**config.mk**
```make
export PLATFORM = sky130hd
export DESIGN_NAME = afsk_modulator
export DESIGN_NICKNAME = d
export VERILOG_FILES = /design/src/rtl/afsk_pkg.sv /design/src/rtl/afsk_sine_rom.sv /design/src/rtl/afsk_dds.sv /design/src/rtl/afsk_modulator.sv
export SDC_FILE = /design/constraint.sdc
export NUM_CORES = 1
export LEC_CHECK = 0
export CORE_ASPECT_RATIO = 0.75
export CORE_MARGIN = 5
export CORE_UTILIZATION = 40
export DETAILED_ROUTE_END_ITERATION = 16
export GPL_TIMING_DRIVEN = 0
export HOLD_SLACK_MARGIN = 0.12
export RECOVER_POWER = 50
export SYNTH_ARGS = -nofsm -noshare
export SYNTH_HDL_FRONTEND = slang
export SYNTH_HIERARCHICAL = 1
export SYNTH_SLANG_ARGS = --single-unit
```
**constraint.sdc**
```tcl
create_clock -name clk -period 8.2 [get_ports clk]
set_clock_uncertainty 0.2 [all_clocks]
set_input_delay 2.46 -clock clk [delete_from_list [all_inputs] [get_ports clk]]
set_output_delay 2.46 -clock clk [all_outputs]
set_load 0.05 [all_outputs]
```
**src/rtl/afsk_pkg.sv**
```systemverilog
package afsk_pkg;
  localparam int PHASE_W = 9;
  localparam int QUARTER = 128;
  localparam int BIT_RATE = 1200;
  localparam int MARK_HZ = 1200;
  localparam int SPACE_HZ = 2200;
  localparam logic [7:0] FLAG_BYTE = 8'h7E;
  localparam logic [7:0] ABORT_BYTE = 8'h7F;
  localparam logic [7:0] ESC_BYTE = 8'h1B;
  localparam logic [7:0] MID_LEVEL = 8'd128;

  typedef enum logic [2:0] {
    ST_IDLE,
    ST_WAIT,
    ST_FETCH,
    ST_ESC,
    ST_EMIT
  } tx_state_t;

  function automatic int tone_step(int freq, int rate);
    return ((1 << PHASE_W) * freq + rate / 2) / rate;
  endfunction

  function automatic logic [7:0] quarter_sine(int i);
    int p;
    int d;
    p = i * (256 - i);
    d = 327680 - 4 * p;
    return 8'(128 + (2032 * p + d / 2) / d);
  endfunction
endpackage

```
**src/rtl/afsk_sine_rom.sv**
```systemverilog
module afsk_sine_rom
  import afsk_pkg::*;
(
  input  logic [PHASE_W-1:0] phase,
  output logic [7:0]         level
);
  localparam int IDX_W = $clog2(QUARTER);

  logic [7:0] tbl [QUARTER];

  for (genvar g = 0; g < QUARTER; g++) begin : g_tbl
    localparam logic [7:0] ENTRY = quarter_sine(g);
    assign tbl[g] = ENTRY;
  end

  logic [IDX_W-1:0] idx;
  logic [7:0]       q;

  always_comb begin
    idx = phase[IDX_W] ? ~phase[IDX_W-1:0] : phase[IDX_W-1:0];
    q = tbl[idx];
    level = phase[PHASE_W-1] ? ~q : q;
  end
endmodule

```
**src/rtl/afsk_dds.sv**
```systemverilog
module afsk_dds
  import afsk_pkg::*;
#(
  parameter int SAMPLE_RATE = 9600
) (
  input  logic       clk,
  input  logic       rst_n,
  input  logic       restart,
  input  logic       park,
  input  logic       step,
  input  logic       flip,
  output logic [7:0] level_o,
  output logic       on_space_o
);
  localparam logic [PHASE_W-1:0] MARK_INC = PHASE_W'(tone_step(MARK_HZ, SAMPLE_RATE));
  localparam logic [PHASE_W-1:0] SPACE_INC = PHASE_W'(tone_step(SPACE_HZ, SAMPLE_RATE));

  logic [PHASE_W-1:0] phase;
  logic [PHASE_W-1:0] phase_n;
  logic               tone_n;
  logic [7:0]         rom_q;

  always_comb begin
    tone_n = on_space_o ^ flip;
    phase_n = phase + (tone_n ? SPACE_INC : MARK_INC);
  end

  afsk_sine_rom u_rom (
    .phase(phase_n),
    .level(rom_q)
  );

  always_ff @(posedge clk or negedge rst_n) begin
    if (!rst_n) begin
      phase <= '0;
      on_space_o <= 1'b0;
      level_o <= MID_LEVEL;
    end else if (restart) begin
      phase <= '0;
      on_space_o <= 1'b0;
      level_o <= MID_LEVEL;
    end else if (park) begin
      level_o <= MID_LEVEL;
    end else if (step) begin
      phase <= phase_n;
      on_space_o <= tone_n;
      level_o <= rom_q;
    end
  end
endmodule

```
**src/rtl/afsk_modulator.sv**
```systemverilog
module afsk_modulator
  import afsk_pkg::*;
#(
  parameter int SAMPLE_RATE = 9600,
  parameter int CNT_W = 8
) (
  input  logic             clk,
  input  logic             rst_n,
  input  logic             sample_tick,
  input  logic             in_valid,
  output logic             in_ready,
  input  logic [7:0]       in_data,
  input  logic [CNT_W-1:0] preamble_len,
  input  logic [CNT_W-1:0] trailer_len,
  output logic [7:0]       sample_out,
  output logic             busy
);
  localparam int SPB = SAMPLE_RATE / BIT_RATE;
  localparam int SC_W = $clog2(SPB + 1);

  tx_state_t        state;
  logic [CNT_W-1:0] pre_cnt;
  logic [CNT_W-1:0] trl_cnt;
  logic [7:0]       shreg;
  logic [3:0]       bits_left;
  logic [SC_W-1:0]  samp_cnt;
  logic [2:0]       ones;
  logic             stuff_en;

  logic new_bit;
  logic do_stuff;
  logic data_bit;
  logic flip;
  logic stop_now;
  logic restart;
  logic step;
  logic on_space;

  always_comb begin
    in_ready = ((state == ST_FETCH) && (pre_cnt == '0)) || (state == ST_ESC);
    new_bit = (samp_cnt == '0);
    do_stuff = new_bit && stuff_en && (ones >= 3'd5);
    data_bit = shreg[0];
    flip = new_bit && (do_stuff || !data_bit);
    stop_now = ((state == ST_FETCH) && (pre_cnt == '0) && !in_valid && (trl_cnt == '0))
            || ((state == ST_ESC) && !in_valid);
    restart = (state == ST_IDLE) && in_valid;
    step = (state == ST_EMIT);
  end

  always_ff @(posedge clk or negedge rst_n) begin
    if (!rst_n) begin
      state <= ST_IDLE;
      pre_cnt <= '0;
      trl_cnt <= '0;
      shreg <= '0;
      bits_left <= '0;
      samp_cnt <= '0;
      ones <= '0;
      stuff_en <= 1'b0;
      busy <= 1'b0;
    end else begin
      case (state)
        ST_IDLE: begin
          if (in_valid) begin
            pre_cnt <= preamble_len;
            trl_cnt <= trailer_len;
            bits_left <= '0;
            samp_cnt <= '0;
            ones <= '0;
            stuff_en <= 1'b0;
            busy <= 1'b1;
            state <= ST_WAIT;
          end
        end
        ST_WAIT: begin
          if (sample_tick) begin
            state <= (new_bit && (bits_left == '0)) ? ST_FETCH : ST_EMIT;
          end
        end
        ST_FETCH: begin
          if (!stuff_en) ones <= '0;
          if (pre_cnt != '0) begin
            pre_cnt <= pre_cnt - 1'b1;
            shreg <= FLAG_BYTE;
            stuff_en <= 1'b0;
            bits_left <= 4'd8;
            state <= ST_EMIT;
          end else if (in_valid) begin
            if (in_data == ESC_BYTE) begin
              state <= ST_ESC;
            end else begin
              shreg <= in_data;
              stuff_en <= !((in_data == FLAG_BYTE) || (in_data == ABORT_BYTE));
              bits_left <= 4'd8;
              state <= ST_EMIT;
            end
          end else if (trl_cnt != '0) begin
            trl_cnt <= trl_cnt - 1'b1;
            shreg <= FLAG_BYTE;
            stuff_en <= 1'b0;
            bits_left <= 4'd8;
            state <= ST_EMIT;
          end else begin
            busy <= 1'b0;
            state <= ST_IDLE;
          end
        end
        ST_ESC: begin
          if (in_valid) begin
            shreg <= in_data;
            stuff_en <= 1'b1;
            bits_left <= 4'd8;
            state <= ST_EMIT;
          end else begin
            busy <= 1'b0;
            state <= ST_IDLE;
          end
        end
        ST_EMIT: begin
          if (new_bit) begin
            samp_cnt <= SC_W'(SPB - 1);
            if (do_stuff) begin
              ones <= '0;
            end else begin
              ones <= data_bit ? ((ones == 3'd7) ? ones : ones + 3'd1) : 3'd0;
              shreg <= {1'b0, shreg[7:1]};
              bits_left <= bits_left - 4'd1;
            end
          end else begin
            samp_cnt <= samp_cnt - 1'b1;
          end
          state <= ST_WAIT;
        end
        default: state <= ST_IDLE;
      endcase
    end
  end

  afsk_dds #(
    .SAMPLE_RATE(SAMPLE_RATE)
  ) u_dds (
    .clk(clk),
    .rst_n(rst_n),
    .restart(restart),
    .park(stop_now),
    .step(step),
    .flip(flip),
    .level_o(sample_out),
    .on_space_o(on_space)
  );

  p_ready_busy_r11: assert property (@(posedge clk) disable iff (!rst_n)
    in_ready |-> busy);

  p_idle_mid_r10: assert property (@(posedge clk) disable iff (!rst_n)
    !busy |-> (sample_out == MID_LEVEL));

  p_start_r10: assert property (@(posedge clk) disable iff (!rst_n)
    $rose(busy) |-> $past(in_valid));

  p_ones_cap_r5: assert property (@(posedge clk) disable iff (!rst_n)
    ((state == ST_EMIT) && stuff_en) |-> (ones <= 3'd5));

  p_tone_hold_r4: assert property (@(posedge clk) disable iff (!rst_n)
    ((state == ST_EMIT) && (samp_cnt != '0)) |=> $stable(on_space));

  p_bit_len_r3: assert property (@(posedge clk) disable iff (!rst_n)
    (samp_cnt < SC_W'(SPB)));
endmodule

```
==> run_results.csv <==
group,metric,value,unit
outcome,status,"finished with violations",
outcome,violations,"max-capacitance violations, max-slew violations",
global_route,track_usage,22.9,%
logic_synthesis,synth-main-ff-cell,"dfrtp_1",
clock_tree,cts_buffers,9,
clock_tree,insertion_delay,0.33,ns
clock_tree,cts_root_buf,"clkbuf_16",
clock_tree,clk_pin_slew,0.05,ns
die,ios,38,
worst_setup_path,crit_path_max_fanout,10,
die,start_util,40.9,%
worst_setup_path,slowest_stage,"nor3b_1",
drt,drt_iter0_markers,724,
timing,tns,0,ns
worst_setup_path,crit_chain,"inv_1 -> ha_1 -> or3b_1 -> buf_2 -> a21oi_1 -> xor2_1 -> ha_1 -> a31oi_1 -> o21ai_0 -> xor2_1 -> buf_4 -> buf_2 -> buf_2 -> xor2_1 -> inv_1 -> ha_1 -> nor3b_1 -> a21oi_1 -> o21ai_0 -> o21ai_0 -> a32oi_1 -> xnor2_1 -> mux2i_1 -> nor2_1",
worst_setup_path,start_kind,"flip-flop",
clock_tree,post_cts_buffers,0,
worst_setup_path,worstSetupPathType,"flip-flop to flip-flop",
logic_synthesis,ys_types,89,
worst_setup_path,max_stage_delay,0.56,ns
clock_tree,clock_sinks,58,
logic_synthesis,syn_area,5630,um^2
global_route,grt_pass1_vias,5443,
logic_synthesis,ys_warn_count,6,
final_layout,antenna_cells,0,
worst_setup_path,end_kind,"flip-flop",
drt,drcViolationCount,0,
worst_setup_path,required,8.19,ns
drt,drt_wl_total,19200,um
placement,place.gp.congestion,1.04,
placement,io_buffers,36,
die,die_area,16600,um^2
logic_synthesis,avgSynthCellArea,7.85,um^2
timing,rsz0062_at_grt,"no",
logic_synthesis,synth_nets,771,
final_layout,nets,819,
timing,relSlewSlack,-37.2,%
worst_setup_path,path_buf_inv,6,
drt,via_count,5867,
job,maxCapViolations,1,
clock_tree,h-tree-depth,3,
logic_synthesis,synth_async_sr_flop_share,100,%
logic_synthesis,synthCells,717,
worst_setup_path,path_delay_family,"compound AO/OA/AOI/OAI gates",
timing,fin_ws,1.27,ns
die,fp.dieW,147,um
worst_setup_path,crit_arrival,6.92,ns
timing,fin_crit,6.93,ns
die,die_h,113,um
placement,pre_cts_slack,1.39,ns
timing,finalHoldViolCount,0,
final_layout,syn2layout_area_growth,15.1,%
clock_tree,post_cts_resized,0,
global_route,grt_antenna_before_repair,0,
drt,postRouteAntennaNets,0,
global_route,grt_pass1_wl,30500,um
final_layout,drive_above_1_share,11.0,%
drt,drt_first_pass_iters,5,
timing,maxSlewViolCount,37,
clock_tree,cts_tree,"done",
drt,wl_per_cell,20.3,um
timing,worst_pin_slew,2.06,ns
clock_tree,clockBufferDepth,2,
timing,period_share,84.5,%
global_route,grt_max_degree,37,
die,num_rows,37,
drt,avgViaCountPerCell,6.21,
die,core-area,13700,um^2
global_route,grt.overflow.total,0,
logic_synthesis,synth_edf_count,0,
clock_tree,holdBufCountCts,0,
placement,dpl.hpwl,14300,um
logic_synthesis,ys_ff_latch,58,
timing,max_clock_freq,144,MHz
timing,setup_viol,0,
logic_synthesis,synth-seq-area-share,25.8,%
min_path,hold_class,"flip-flop to flip-flop",
## final cells by class
cell class / instances / area [um^2]
inverters: 32 / 120
clock inverters: 3 / 15.0
flip-flops and latches: 58 / 1450
multi-input cells: 573 / 3720
fillers: 1377 / 7270
plain buffers: 54 / 337
well taps: 175 / 219
repair buffers: 37 / 358
clock buffers: 13 / 260
## cells in the final DEF (no fill, tap or decap), types with 10 or more instances in the layout
cell / count
or3_1: 10
ha_1: 26
inv_1: 27
nand3_1: 23
o21ai_1: 15
nand2_1: 45
nor3_1: 19
buf_2: 20
nand2b_1: 22
nor2_1: 75
o22ai_1: 18
o31ai_1: 13
a21oi_1: 58
clkbuf_1: 19
dfrtp_1: 57
xor2_1: 11
a31oi_1: 17
clkdlybuf4s50_1: 35
buf_4: 10
xnor2_1: 11
o21ai_0: 48
mux2i_1: 15
## metrics by stage
step	std cells	hold WS (ns)	cell area [um^2]	utilization, %
after CTS	945	0.289	6500	47.3
after detailed placement	929	0.277	6220	45.3
after floorplan	717	0.244	5630	-
final	945	0.291	6480	47.1
after global routing	945	0.307	6480	47.1
after global placement	928	0.270	6210	45.1
## synth_stat cells (3+ instances only)
cell | count | area (um^2)
nor2b_1 | 7 | 43.8
buf_6 | 8 | 90.1
inv_1 | 27 | 101
o211ai_1 | 9 | 67.6
xnor2_1 | 11 | 96.3
and3_1 | 5 | 31.3
a22o_1 | 4 | 35.0
nor3_1 | 19 | 95.1
a21oi_1 | 58 | 290
o21ai_1 | 15 | 75.1
a22oi_1 | 6 | 45.0
xor2_1 | 11 | 96.3
o31a_1 | 4 | 35.0
o22ai_1 | 18 | 113
a32oi_1 | 5 | 43.8
mux2_2 | 3 | 33.8
a311oi_1 | 3 | 26.3
nor3b_1 | 3 | 22.5
a211oi_1 | 4 | 30.0
a211o_1 | 3 | 26.3
nand2_1 | 45 | 169
ha_1 | 26 | 325
or3_1 | 10 | 62.6
mux2i_1 | 15 | 150
dfrtp_1 | 57 | 1430
nand3_1 | 23 | 115
a31oi_1 | 17 | 106
or3b_1 | 3 | 26.3
o21ai_0 | 48 | 240
buf_4 | 10 | 75.1
nand2b_1 | 22 | 138
o2bb2ai_1 | 6 | 52.6
o21a_1 | 4 | 30.0
inv_2 | 4 | 15.0
a21boi_0 | 3 | 22.5
buf_2 | 20 | 100
nor2_2 | 3 | 18.8
o221ai_1 | 5 | 43.8
clkbuf_1 | 15 | 56.3
nand3b_1 | 4 | 30.0
o31ai_1 | 13 | 97.6
or2_1 | 3 | 18.8
nor2_1 | 75 | 282
## final timing paths
path	from	to	slack [ns]	cells past startpoint
max in group asynchronous	rst_n	shreg[7]	3.07	2
min in group asynchronous	rst_n	trl_cnt[5]	2.19	1
worst min register to register	samp_cnt[3]	samp_cnt[3]	0.29	1
worst max-delay path	samp_cnt[0]	u_dds/level_o[1]	1.27	24
worst min-delay path	samp_cnt[3]	samp_cnt[3]	0.29	1
worst max register to register	samp_cnt[0]	u_dds/level_o[1]	1.27	24
## routing by layer
layer  vias to the layer above  track usage (%)  wire length [um]
met5                         -                0                 0
li1                       2739                -                 -
met4                         0             4.97               283
met2                       299             30.4              7460
met3                        29             7.21              2050
met1                      2800             35.6              9410
## flip-flops by register name (all words and copies together), names as in the netlist
name              count
pre_cnt               8
u_dds/level_o         8
shreg                 8
stuff_en              1
ones                  3
u_dds/phase           9
u_dds/on_space_o      1
bits_left             4
busy                  1
state                 3
trl_cnt               8
samp_cnt              4
## cells by family (layout without fill, tap and decap cells)
group                    count (synthesis)  in the layout  synth area share [%]
AO/OA/AOI/OAI                          254            254                  29.8
XOR/XNOR                                22             22                  3.42
adder cells (fa/ha/maj)                 28             28                  6.14
buffers and inverters                   86            139                  8.11
flip-flops                              58             58                  25.8
multiplexers                            20             20                  3.80
AND/OR/NAND/NOR                        249            249                  22.9
## worst register-to-register path, cell delays in order (launching register included)
cell     delay, ns
dfrtp_1       0.41
inv_1         0.07
ha_1          0.18
or3b_1        0.34
buf_2         0.18
a21oi_1       0.25
xor2_1        0.37
ha_1          0.35
a31oi_1       0.48
o21ai_0       0.20
xor2_1        0.17
buf_4         0.17
buf_2         0.29
buf_2         0.35
xor2_1        0.52
inv_1         0.26
ha_1          0.41
nor3b_1       0.57
a21oi_1       0.08
o21ai_0       0.19
o21ai_0       0.14
a32oi_1       0.31
xnor2_1       0.10
mux2i_1       0.14
nor2_1        0.06
Power is left out: the tool's default activity adds up to more than one toggle a clock period on the data nets, which glitch-free logic cannot reach.
